### config.mk
export PLATFORM = sky130hd
export DESIGN_NAME = cordic_engine
export DESIGN_NICKNAME = d
export VERILOG_FILES = /design/src/rtl/cordic_pkg.sv /design/src/rtl/cordic_angle_rom.sv /design/src/rtl/cordic_seq.sv /design/src/rtl/cordic_stage.sv /design/src/rtl/cordic_engine.sv
export SDC_FILE = /design/constraint.sdc
export NUM_CORES = 1
export LEC_CHECK = 0
export CAP_MARGIN = 30
export CORE_ASPECT_RATIO = 1.1
export CORE_MARGIN = 2
export CORE_UTILIZATION = 35
export DETAILED_ROUTE_END_ITERATION = 7
export DONT_BUFFER_PORTS = 1
export GPL_TIMING_DRIVEN = 0
export REMOVE_ABC_BUFFERS = 1
export SLEW_MARGIN = 0
export SYNTH_ARGS = -nofsm -noshare
export SYNTH_HDL_FRONTEND = slang
export SYNTH_SLANG_ARGS = --single-unit
### constraint.sdc
create_clock -name clk -period 10.6 [get_ports clk]
set_clock_uncertainty 0.1 [all_clocks]
set_input_delay 1.06 -clock clk [delete_from_list [all_inputs] [get_ports clk]]
set_output_delay 1.06 -clock clk [all_outputs]
set_load 0.05 [all_outputs]
### src/rtl/cordic_pkg.sv
package cordic_pkg;

    localparam int CW = 16;   // word width
    localparam int CF = 14;   // fraction bits of words and angle table

    typedef logic signed [CW-1:0] word_t;

    typedef enum logic { TRAJ_CIRC = 1'b0, TRAJ_HYP = 1'b1 } traj_e;
    typedef enum logic { MODE_ROT  = 1'b0, MODE_VEC = 1'b1 } mode_e;

    typedef struct packed {
        word_t x;
        word_t y;
        word_t z;
    } vec_t;

    // Hyperbolic indices executed twice: 4, 13, 40, ... (k -> 3k+1)
    function automatic logic is_repeat(int unsigned i);
        int unsigned k;
        k = 4;
        for (int n = 0; n < 6; n++) begin
            if (k == i) return 1'b1;
            k = 3 * k + 1;
        end
        return 1'b0;
    endfunction

    function automatic int count_repeats(int unsigned last);
        int c;
        c = 0;
        for (int unsigned i = 1; i <= last; i++)
            if (is_repeat(i)) c++;
        return c;
    endfunction

    // Elementary angles in Q2.14
    function automatic word_t angle_of(traj_e t, int unsigned i);
        word_t a;
        if (t == TRAJ_CIRC) begin
            case (i)
                0: a = 16'sd12868;  1: a = 16'sd7596;  2: a = 16'sd4014;
                3: a = 16'sd2037;   4: a = 16'sd1023;  5: a = 16'sd512;
                6: a = 16'sd256;    7: a = 16'sd128;   8: a = 16'sd64;
                9: a = 16'sd32;    10: a = 16'sd16;   11: a = 16'sd8;
               12: a = 16'sd4;     13: a = 16'sd2;    14: a = 16'sd1;
               15: a = 16'sd1;
                default: a = '0;
            endcase
        end else begin
            case (i)
                1: a = 16'sd9000;   2: a = 16'sd4185;  3: a = 16'sd2059;
                4: a = 16'sd1025;   5: a = 16'sd512;   6: a = 16'sd256;
                7: a = 16'sd128;    8: a = 16'sd64;    9: a = 16'sd32;
               10: a = 16'sd16;    11: a = 16'sd8;    12: a = 16'sd4;
               13: a = 16'sd2;     14: a = 16'sd1;    15: a = 16'sd1;
                default: a = '0;
            endcase
        end
        return a;
    endfunction

endpackage

### src/rtl/cordic_angle_rom.sv
module cordic_angle_rom
    import cordic_pkg::*;
#(
    parameter int IW = 5
) (
    input  traj_e          traj,
    input  logic [IW-1:0]  idx,
    output word_t          angle
);
    always_comb angle = angle_of(traj, int'(idx));
endmodule

### src/rtl/cordic_seq.sv
module cordic_seq
    import cordic_pkg::*;
#(
    parameter int ITER = 16,
    localparam int IW        = $clog2(ITER + 1),
    localparam int MAX_STEPS = ITER + count_repeats(ITER),
    localparam int SW        = $clog2(MAX_STEPS + 1)
) (
    input  logic           clk,
    input  logic           rst,
    input  logic           load,
    input  traj_e          traj_new,
    input  traj_e          traj_cur,
    output logic           busy,
    output logic           last_step,
    output logic [IW-1:0]  idx
);
    logic           busy_q, rep_q, rep_pending;
    logic [IW-1:0]  idx_q, final_idx;
    logic [SW-1:0]  steps_q;

    always_comb begin
        final_idx   = (traj_cur == TRAJ_HYP) ? IW'(ITER) : IW'(ITER - 1);
        rep_pending = (traj_cur == TRAJ_HYP) && is_repeat(int'(idx_q)) && !rep_q;
        last_step   = busy_q && !rep_pending && (idx_q == final_idx);
    end

    always_ff @(posedge clk) begin
        if (rst) begin
            busy_q  <= 1'b0;
            rep_q   <= 1'b0;
            idx_q   <= '0;
            steps_q <= '0;
        end else if (load) begin
            busy_q  <= 1'b1;
            rep_q   <= 1'b0;
            idx_q   <= (traj_new == TRAJ_HYP) ? IW'(1) : '0;
            steps_q <= '0;
        end else if (busy_q) begin
            steps_q <= steps_q + 1'b1;
            if (last_step) begin
                busy_q <= 1'b0;
            end else if (rep_pending) begin
                rep_q <= 1'b1;
            end else begin
                idx_q <= idx_q + 1'b1;
                rep_q <= 1'b0;
            end
        end
    end

    assign busy = busy_q;
    assign idx  = idx_q;


    hyp_index_chk: assert property (@(posedge clk) disable iff (rst)
        (busy_q && traj_cur == TRAJ_HYP) |-> (idx_q != '0));


    step_bound_chk: assert property (@(posedge clk) disable iff (rst)
        steps_q <= SW'(MAX_STEPS));


    last_ends_run_chk: assert property (@(posedge clk) disable iff (rst)
        (last_step && !load) |=> !busy_q);
endmodule

### src/rtl/cordic_stage.sv
module cordic_stage
    import cordic_pkg::*;
#(
    parameter int IW = 5
) (
    input  vec_t           v_in,
    input  traj_e          traj,
    input  mode_e          mode,
    input  logic [IW-1:0]  idx,
    input  word_t          angle,
    output vec_t           v_out
);
    word_t xs, ys;
    logic  dir_pos, sub_x;

    always_comb begin
        // arithmetic shifts keep the sign of negative operands
        xs = v_in.x >>> idx;
        ys = v_in.y >>> idx;
        dir_pos = (mode == MODE_ROT) ? ~v_in.z[CW-1] : v_in.y[CW-1];
        // hyperbolic inverts the x-path operation
        sub_x = dir_pos ^ (traj == TRAJ_HYP);
        v_out.x = sub_x   ? v_in.x - ys    : v_in.x + ys;
        v_out.y = dir_pos ? v_in.y + xs    : v_in.y - xs;
        v_out.z = dir_pos ? v_in.z - angle : v_in.z + angle;
    end
endmodule

### src/rtl/cordic_engine.sv
module cordic_engine
    import cordic_pkg::*;
#(
    parameter int ITER = 16,
    localparam int IW = $clog2(ITER + 1)
) (
    input  logic                 clk,
    input  logic                 rst,
    input  logic                 start,
    input  logic                 traj_sel,
    input  logic                 mode_sel,
    input  logic signed [15:0]   x_in,
    input  logic signed [15:0]   y_in,
    input  logic signed [15:0]   z_in,
    output logic signed [15:0]   x_out,
    output logic signed [15:0]   y_out,
    output logic signed [15:0]   z_out,
    output logic                 done
);
    vec_t           vec_q, vec_nx;
    traj_e          traj_q;
    mode_e          mode_q;
    logic           done_q, busy, last_step, accept;
    logic [IW-1:0]  idx;
    word_t          angle;

    assign accept = start && !busy;

    cordic_seq #(.ITER(ITER)) u_seq (
        .clk       (clk),
        .rst       (rst),
        .load      (accept),
        .traj_new  (traj_e'(traj_sel)),
        .traj_cur  (traj_q),
        .busy      (busy),
        .last_step (last_step),
        .idx       (idx)
    );

    cordic_angle_rom #(.IW(IW)) u_rom (
        .traj  (traj_q),
        .idx   (idx),
        .angle (angle)
    );

    cordic_stage #(.IW(IW)) u_stage (
        .v_in  (vec_q),
        .traj  (traj_q),
        .mode  (mode_q),
        .idx   (idx),
        .angle (angle),
        .v_out (vec_nx)
    );

    always_ff @(posedge clk) begin
        if (rst) begin
            vec_q  <= '0;
            traj_q <= TRAJ_CIRC;
            mode_q <= MODE_ROT;
            done_q <= 1'b0;
        end else begin
            done_q <= last_step;
            if (accept) begin
                vec_q  <= '{x: x_in, y: y_in, z: z_in};
                traj_q <= traj_e'(traj_sel);
                mode_q <= mode_e'(mode_sel);
            end else if (busy) begin
                vec_q  <= vec_nx;
            end
        end
    end

    assign x_out = vec_q.x;
    assign y_out = vec_q.y;
    assign z_out = vec_q.z;
    assign done  = done_q;


    done_pulse_chk: assert property (@(posedge clk) disable iff (rst)
        done_q |=> !done_q);


    hold_result_chk: assert property (@(posedge clk) disable iff (rst)
        (!busy && !start) |=> $stable(vec_q));


    ignore_start_chk: assert property (@(posedge clk) disable iff (rst)
        (busy && start) |=> ($stable(traj_q) && $stable(mode_q)));


    done_after_run_chk: assert property (@(posedge clk) disable iff (rst)
        done_q |-> ($past(busy) && !busy));
endmodule

Yosys cells after proc, flatten, opt, wreduce, memory -nomap -nowiden

Memories as Yosys holds them, arrays and structs flattened. A register that Yosys moved wholly into a read port is not among the register bits.
Cells that the tools add are included.

Register bits: 58
ROM bits: 448
Bits of input ports: 53
Memories kept: 2

Memory list:

| memory          | words | bits a word | read ports | clocked after Yosys merged registers in | wr ports | RTL line         | text |
|---|---|---|---|---|---|---|---|
| (no name shown) | 16    | 14          | 1          | 1                                       | 0        | cordic_pkg.sv:40 | `case (i)` |
| (no name shown) | 16    | 14          | 1          | 1                                       | 0        | cordic_pkg.sv:50 | `case (i)` |

Add/sub/neg operators: 11
Multiply operators: 4
Eq/ne operators: 9
Shifts and indexed selects: 2
Mux-type cells: 75
Bitwise gates (word level): 3
Reduce and logical (&&, ||, !) cells: 12

Operator list:

| cell                    | count |
|---|---|
| $mux W32                | 14 |
| $add A32 B1 Y32 const B | 4 |
| $eq A32 B5 Y1           | 4 |
| $mul A2 B32 Y32 const A | 3 |
| $mux W16                | 6 |
| $mux W48                | 2 |
| $add A16 B16 Y16        | 3 |
| $sub A16 B16 Y16        | 3 |
| $mux W1                 | 43 |
| $sshr A16 B5 Y16        | 2 |
| $mux W5                 | 5 |
| $mux W4                 | 5 |
| $mul A2 B4 Y6 const A   | 1 |
| $add A5 B1 Y5 const B   | 1 |
| $eq A3 B5 Y1 const A    | 1 |
| $eq A4 B5 Y1            | 1 |
| $eq A5 B5 Y1            | 1 |
| $logic_and A1 B1 Y1     | 5 |
| $logic_not A1 Y1        | 3 |
| $reduce_and A3 Y1       | 1 |
| $ne A2 B1 Y1 const B    | 1 |
| $ne A2 B2 Y1 const B    | 1 |
| $not A1 Y1              | 2 |
| $reduce_and A2 Y1       | 1 |
| 3 further kinds         | 3 |

Logic depth before layout (Yosys ltp)

Word-level depth: 53
Mapped depth: 39

Cells and area by module

A second synthesis with hierarchy kept.

Cell total of the unflattened synthesis: 1163
Area, all modules: 9623.0 um^2

Modules (own cells, without submodules):

| module           | instances | cells each | area an instance (um^2) | sequential area each (um^2) |
|---|---|---|---|---|
| cordic_stage     | 1         | 586        | 4616.9                  | 0.0 |
| cordic_engine    | 1         | 218        | 2398.6                  | 1021.0 |
| cordic_seq       | 1         | 287        | 2114.5                  | 140.1 |
| cordic_angle_rom | 1         | 72         | 493.0                   | 0.0 |

Worst setup path before layout

No wires, ideal clock.

Path type: reg-to-reg
Start point: reg u_seq.idx_q[0], in the netlist u_seq.idx[0]
End point: reg (tool-made name)
Library setup time: 0.123 ns
Arrival: 8.208 ns
Path slack: 2.169 ns
Stages on the path, launching flop included: 35
Buffers on the path: 4
Cells stage by stage: dfxtp_1 buf_2 buf_1 clkbuf_1 a21oi_1 nor3_1 inv_1 ha_1 or4b_4 o31ai_4 inv_2 ha_1 nand2_1 a211oi_1 a211o_1 o22ai_1 a22oi_2 inv_1 ha_1 a21oi_1 inv_1 a31oi_1 a2bb2oi_1 o221ai_1 a21o_1 o31a_1 or3_1 buf_2 xnor2_1 o21a_1 inv_1 ha_1 nand2_1 o22ai_1 mux2_1

RTL lines:

| item                     | RTL line         | text |
|---|---|---|
| start: declaration       | cordic_seq.sv:19 | `logic [IW-1:0] idx_q, final_idx;` |
| start signal: assignment | cordic_seq.sv:37 | `idx_q <= (traj_new == TRAJ_HYP) ? IW'(1) : '0;` |
| start signal: assignment | cordic_seq.sv:46 | `idx_q <= idx_q + 1'b1;` |

==> metrics.md <==
| Metric | Value |
|---|---|
| R2r setup slk | `about 0.85 ns` |
| Total grt overflow | `0` |
| DR vias | `~8600` |
| Power per cell area | `a little under 200 nW/um^2` |
| GP Congestion | `about 0.9` |
| Static leakage | `around 4.2 nW` |
| RSZ-0062 raised after global routing | `false` |
| Setup-failing EPs final | `0` |
| Crit Path Max Fanout | `21` |
| Clk slew on worst S/H paths | `roughly 0.070 ns` |
| Die X | `161 um` |
| Largest family of logic cells by synthesized area | `compound AO/OA/AOI/OAI gates` |
| HP Class | `reg2reg` |
| GR Util All Layers | `0.186` |
| Worst Reg-to-Reg Cells | `35` |
| Detailed placer's ending HPWL | `19.8 mm` |
| Status | `complete, no violations` |
| H-tree depth | `3` |
| Setup Total Neg Slack | `0 ns` |
| Ys Warns | `0` |
| Worst EP required | `10.75 ns` |
| DIE HEIGHT | `177 um` |
| Xor-xnor portion of the synthesized cell area | `0.0955` |
| CTS tree | `done` |
| PortBufs | `0` |
| First-pass GRT wire length | `between 40 and 50 mm` |
| Mapped Area | `between 9000 and 10000 um^2` |
| Post-CTS sizing | `0` |
| Pin count of the biggest net entering global routing | `62` |
| Sequential-to-total area share from yosys stat | `0.182` |
| Core footprint | `~27000 um^2` |
| Wirelength, routed | `~27 mm` |
| Fin. max-slew vios | `0` |
| Final WS setup | `about 0.85 ns` |
| Pre-CTS setup slack | `approximately 0.92 ns` |
| Layout cells sized above 1 | `0.0719` |
| Area of the die | `~28000 um^2` |
| Area delta synth->final | `6.76%` |
| Crit path DAT | `9.90 ns` |
| Vias in the first global route | `between 8000 and 9000` |
| Startpoint Class | `register` |
| Root Buffer | `clkbuf_16` |
| Vias per inst | `5.63` |
| CTS buffer count | `9` |
| Post-Syn Area per Cell | `7.82 um^2` |
| Postcts setup bufs | `0` |
| Post-synthesis simple-gate area fraction | `0.163` |
| Antenna cells | `0` |
| F_max | `about 0.10 GHz` |
| Fin crit share | `0.920` |
| Relative slew slack | `0.339` |
| Crit path max-delay cell type | `or4b_4` |
| Peak supply drop | `~0.10 mV` |
| Initial Utilization | `0.354` |
| Final net count | `approximately 1300` |
| Ys async rst share | `0` |
| Hold path depth | `2` |
| Final hold violation count | `0` |
| # clock sinks | `86` |
| Top FF cell, synth | `dfxtp_1` |
| Routed length per instance | `between 15 and 20 um` |
| Yosys reg bits | `86` |
| Initial antenna violation count | `0` |
| Synth Area in Compound Gates | `0.250` |
| Clock Path Buffers | `2` |
| FP Rows | `63` |
| Distinct cell type count after synthesis | `between 80 and 90` |
| Clk_lat worst skew | `0.37 ns` |
| Largest stage delay, worst path | `0.56 ns` |
| I/O pin cnt | `between 100 and 150` |
| CP endpoint kind | `register` |
| Syn Inst Count | `1213` |
| Post-layout min period | `between 9 and 10 ns` |
| # DRC | `0` |
| Antenna-violating nets left | `0` |
| Post-synthesis mux area share | `0.143` |
| Post-Synth Adder-Cell Area | `0.111` |
| Max cap viols | `0` |
| Crit Path Category | `reg2reg` |
| Number of synthesized flops with an enable pin | `0` |
| Iteration-0 DRC Markers | `approximately 450` |
| CTS Hold Bufs | `0` |
| Worst-Margin Slew | `around 0.99 ns` |
| Initial DRT Pass Iterations | `5` |
-- report_power, final --
| part | internal [mW] | switching [mW] | leakage (nW) | total (mW) |
|---|---|---|---|---|
| clock | 0.162 | 0.160 | 0.133 | 0.322 |
| combinational | 0.510 | 0.589 | 3.31 | 1.10 |
| sequential | 0.374 | 0.206 | 0.712 | 0.580 |
-- metrics by stage --
stage	power [mW]	util	cell area [um^2]	cells	hold slack, ns
finish	2.00	0.378	10100	1526	0.396
global route	2.17	0.378	10100	1526	0.420
CTS	2.01	0.378	10100	1526	0.389
detailed placement	1.68	0.367	9840	1510	0.380
global placement	1.65	0.360	9650	1500	0.367
floorplan	1.46	-	9200	1143	0.357
-- cell type report --
class | instances | area, um^2
timing repair buffer | 10 | 186
fill | 2821 | 16700
clock buffer | 9 | 225
tap | 357 | 447
inverter | 68 | 260
sequential | 86 | 1730
clock inverter | 7 | 55.1
multi-input combinational | 989 | 7220
-- placed cells by master (no fill, tap or decap), drive strengths merged, types with 4 or more instances in the layout --
cell type | synthesis | routed
o21bai | 18 | 18
nor2 | 146 | 146
o22ai | 12 | 12
buf | 29 | 10
mux2i | 79 | 79
o211ai | 4 | 4
nand3 | 16 | 16
xnor2 | 65 | 65
a22o | 4 | 4
mux4 | 20 | 20
o21ai | 60 | 60
o31ai | 6 | 6
a21o | 16 | 16
o2111ai | 7 | 7
nor3 | 26 | 26
and3 | 4 | 4
inv | 65 | 67
nand2b | 12 | 12
clkinv | 3 | 5
a31oi | 10 | 10
nor4 | 11 | 11
and2 | 14 | 14
nand2 | 77 | 77
o211a | 4 | 4
a211oi | 64 | 64
a21oi | 114 | 114
clkbuf | 41 | 9
nor2b | 18 | 18
xor2 | 35 | 35
dfxtp | 86 | 86
o21a | 9 | 9
ha | 79 | 79
mux2 | 10 | 10
-- cells in the mapped netlist, drive strengths merged, types with 10 or more instances --
library cell | count | share of area
nor2 | 146 | 0.059
a21oi | 114 | 0.061
dfxtp | 86 | 0.18
ha | 79 | 0.10
mux2i | 79 | 0.083
nand2 | 77 | 0.030
inv | 65 | 0.026
xnor2 | 65 | 0.061
a211oi | 64 | 0.052
o21ai | 60 | 0.032
clkbuf | 41 | 0.016
xor2 | 35 | 0.032
buf | 29 | 0.014
nor3 | 26 | 0.015
mux4 | 20 | 0.047
nor2b | 18 | 0.012
o21bai | 18 | 0.015
a21o | 16 | 0.013
nand3 | 16 | 0.0090
and2 | 14 | 0.0092
nand2b | 12 | 0.0079
o22ai | 12 | 0.0079
nor4 | 11 | 0.0079
a31oi | 10 | 0.0066
mux2 | 10 | 0.012
-- cell families after synthesis --
| group | after synthesis |
|---|---|
| XOR/XNOR | 101 |
| flip-flops | 86 |
| adder cells (fa/ha/maj) | 82 |
| buffers and inverters | 138 |
| AND/OR/NAND/NOR | 337 |
| AO/OA/AOI/OAI | 360 |
| multiplexers | 109 |
-- worst max-delay path, delay by kind of cell (launching register included) --
kind,cells,cell delay (ns)
XOR/XNOR,1,0.28
flip-flops,1,0.49
AO/OA/AOI/OAI,14,3.73
adder cells (fa/ha/maj),5,1.48
multiplexers,1,0.32
buffers and inverters,7,1.28
AND/OR/NAND/NOR,7,1.91
-- routing by layer --
metal  up-vias  wire [um]  track usage
li1       4295          -            -
met1      4051      12900        0.259
met2       215      12100        0.301
met3        35       1130       0.0230
met4         0        486       0.0551
met5         -          0            0
-- path summary, 6_finish.rpt --
path,startpoint,to
setup / recovery,u_seq.idx[0],register
hold / removal,mode_q,mode_q
setup reg to reg,u_seq.idx[0],register
hold reg to reg,mode_q,mode_q
Note: power is estimated with default switching activity, not from simulation.
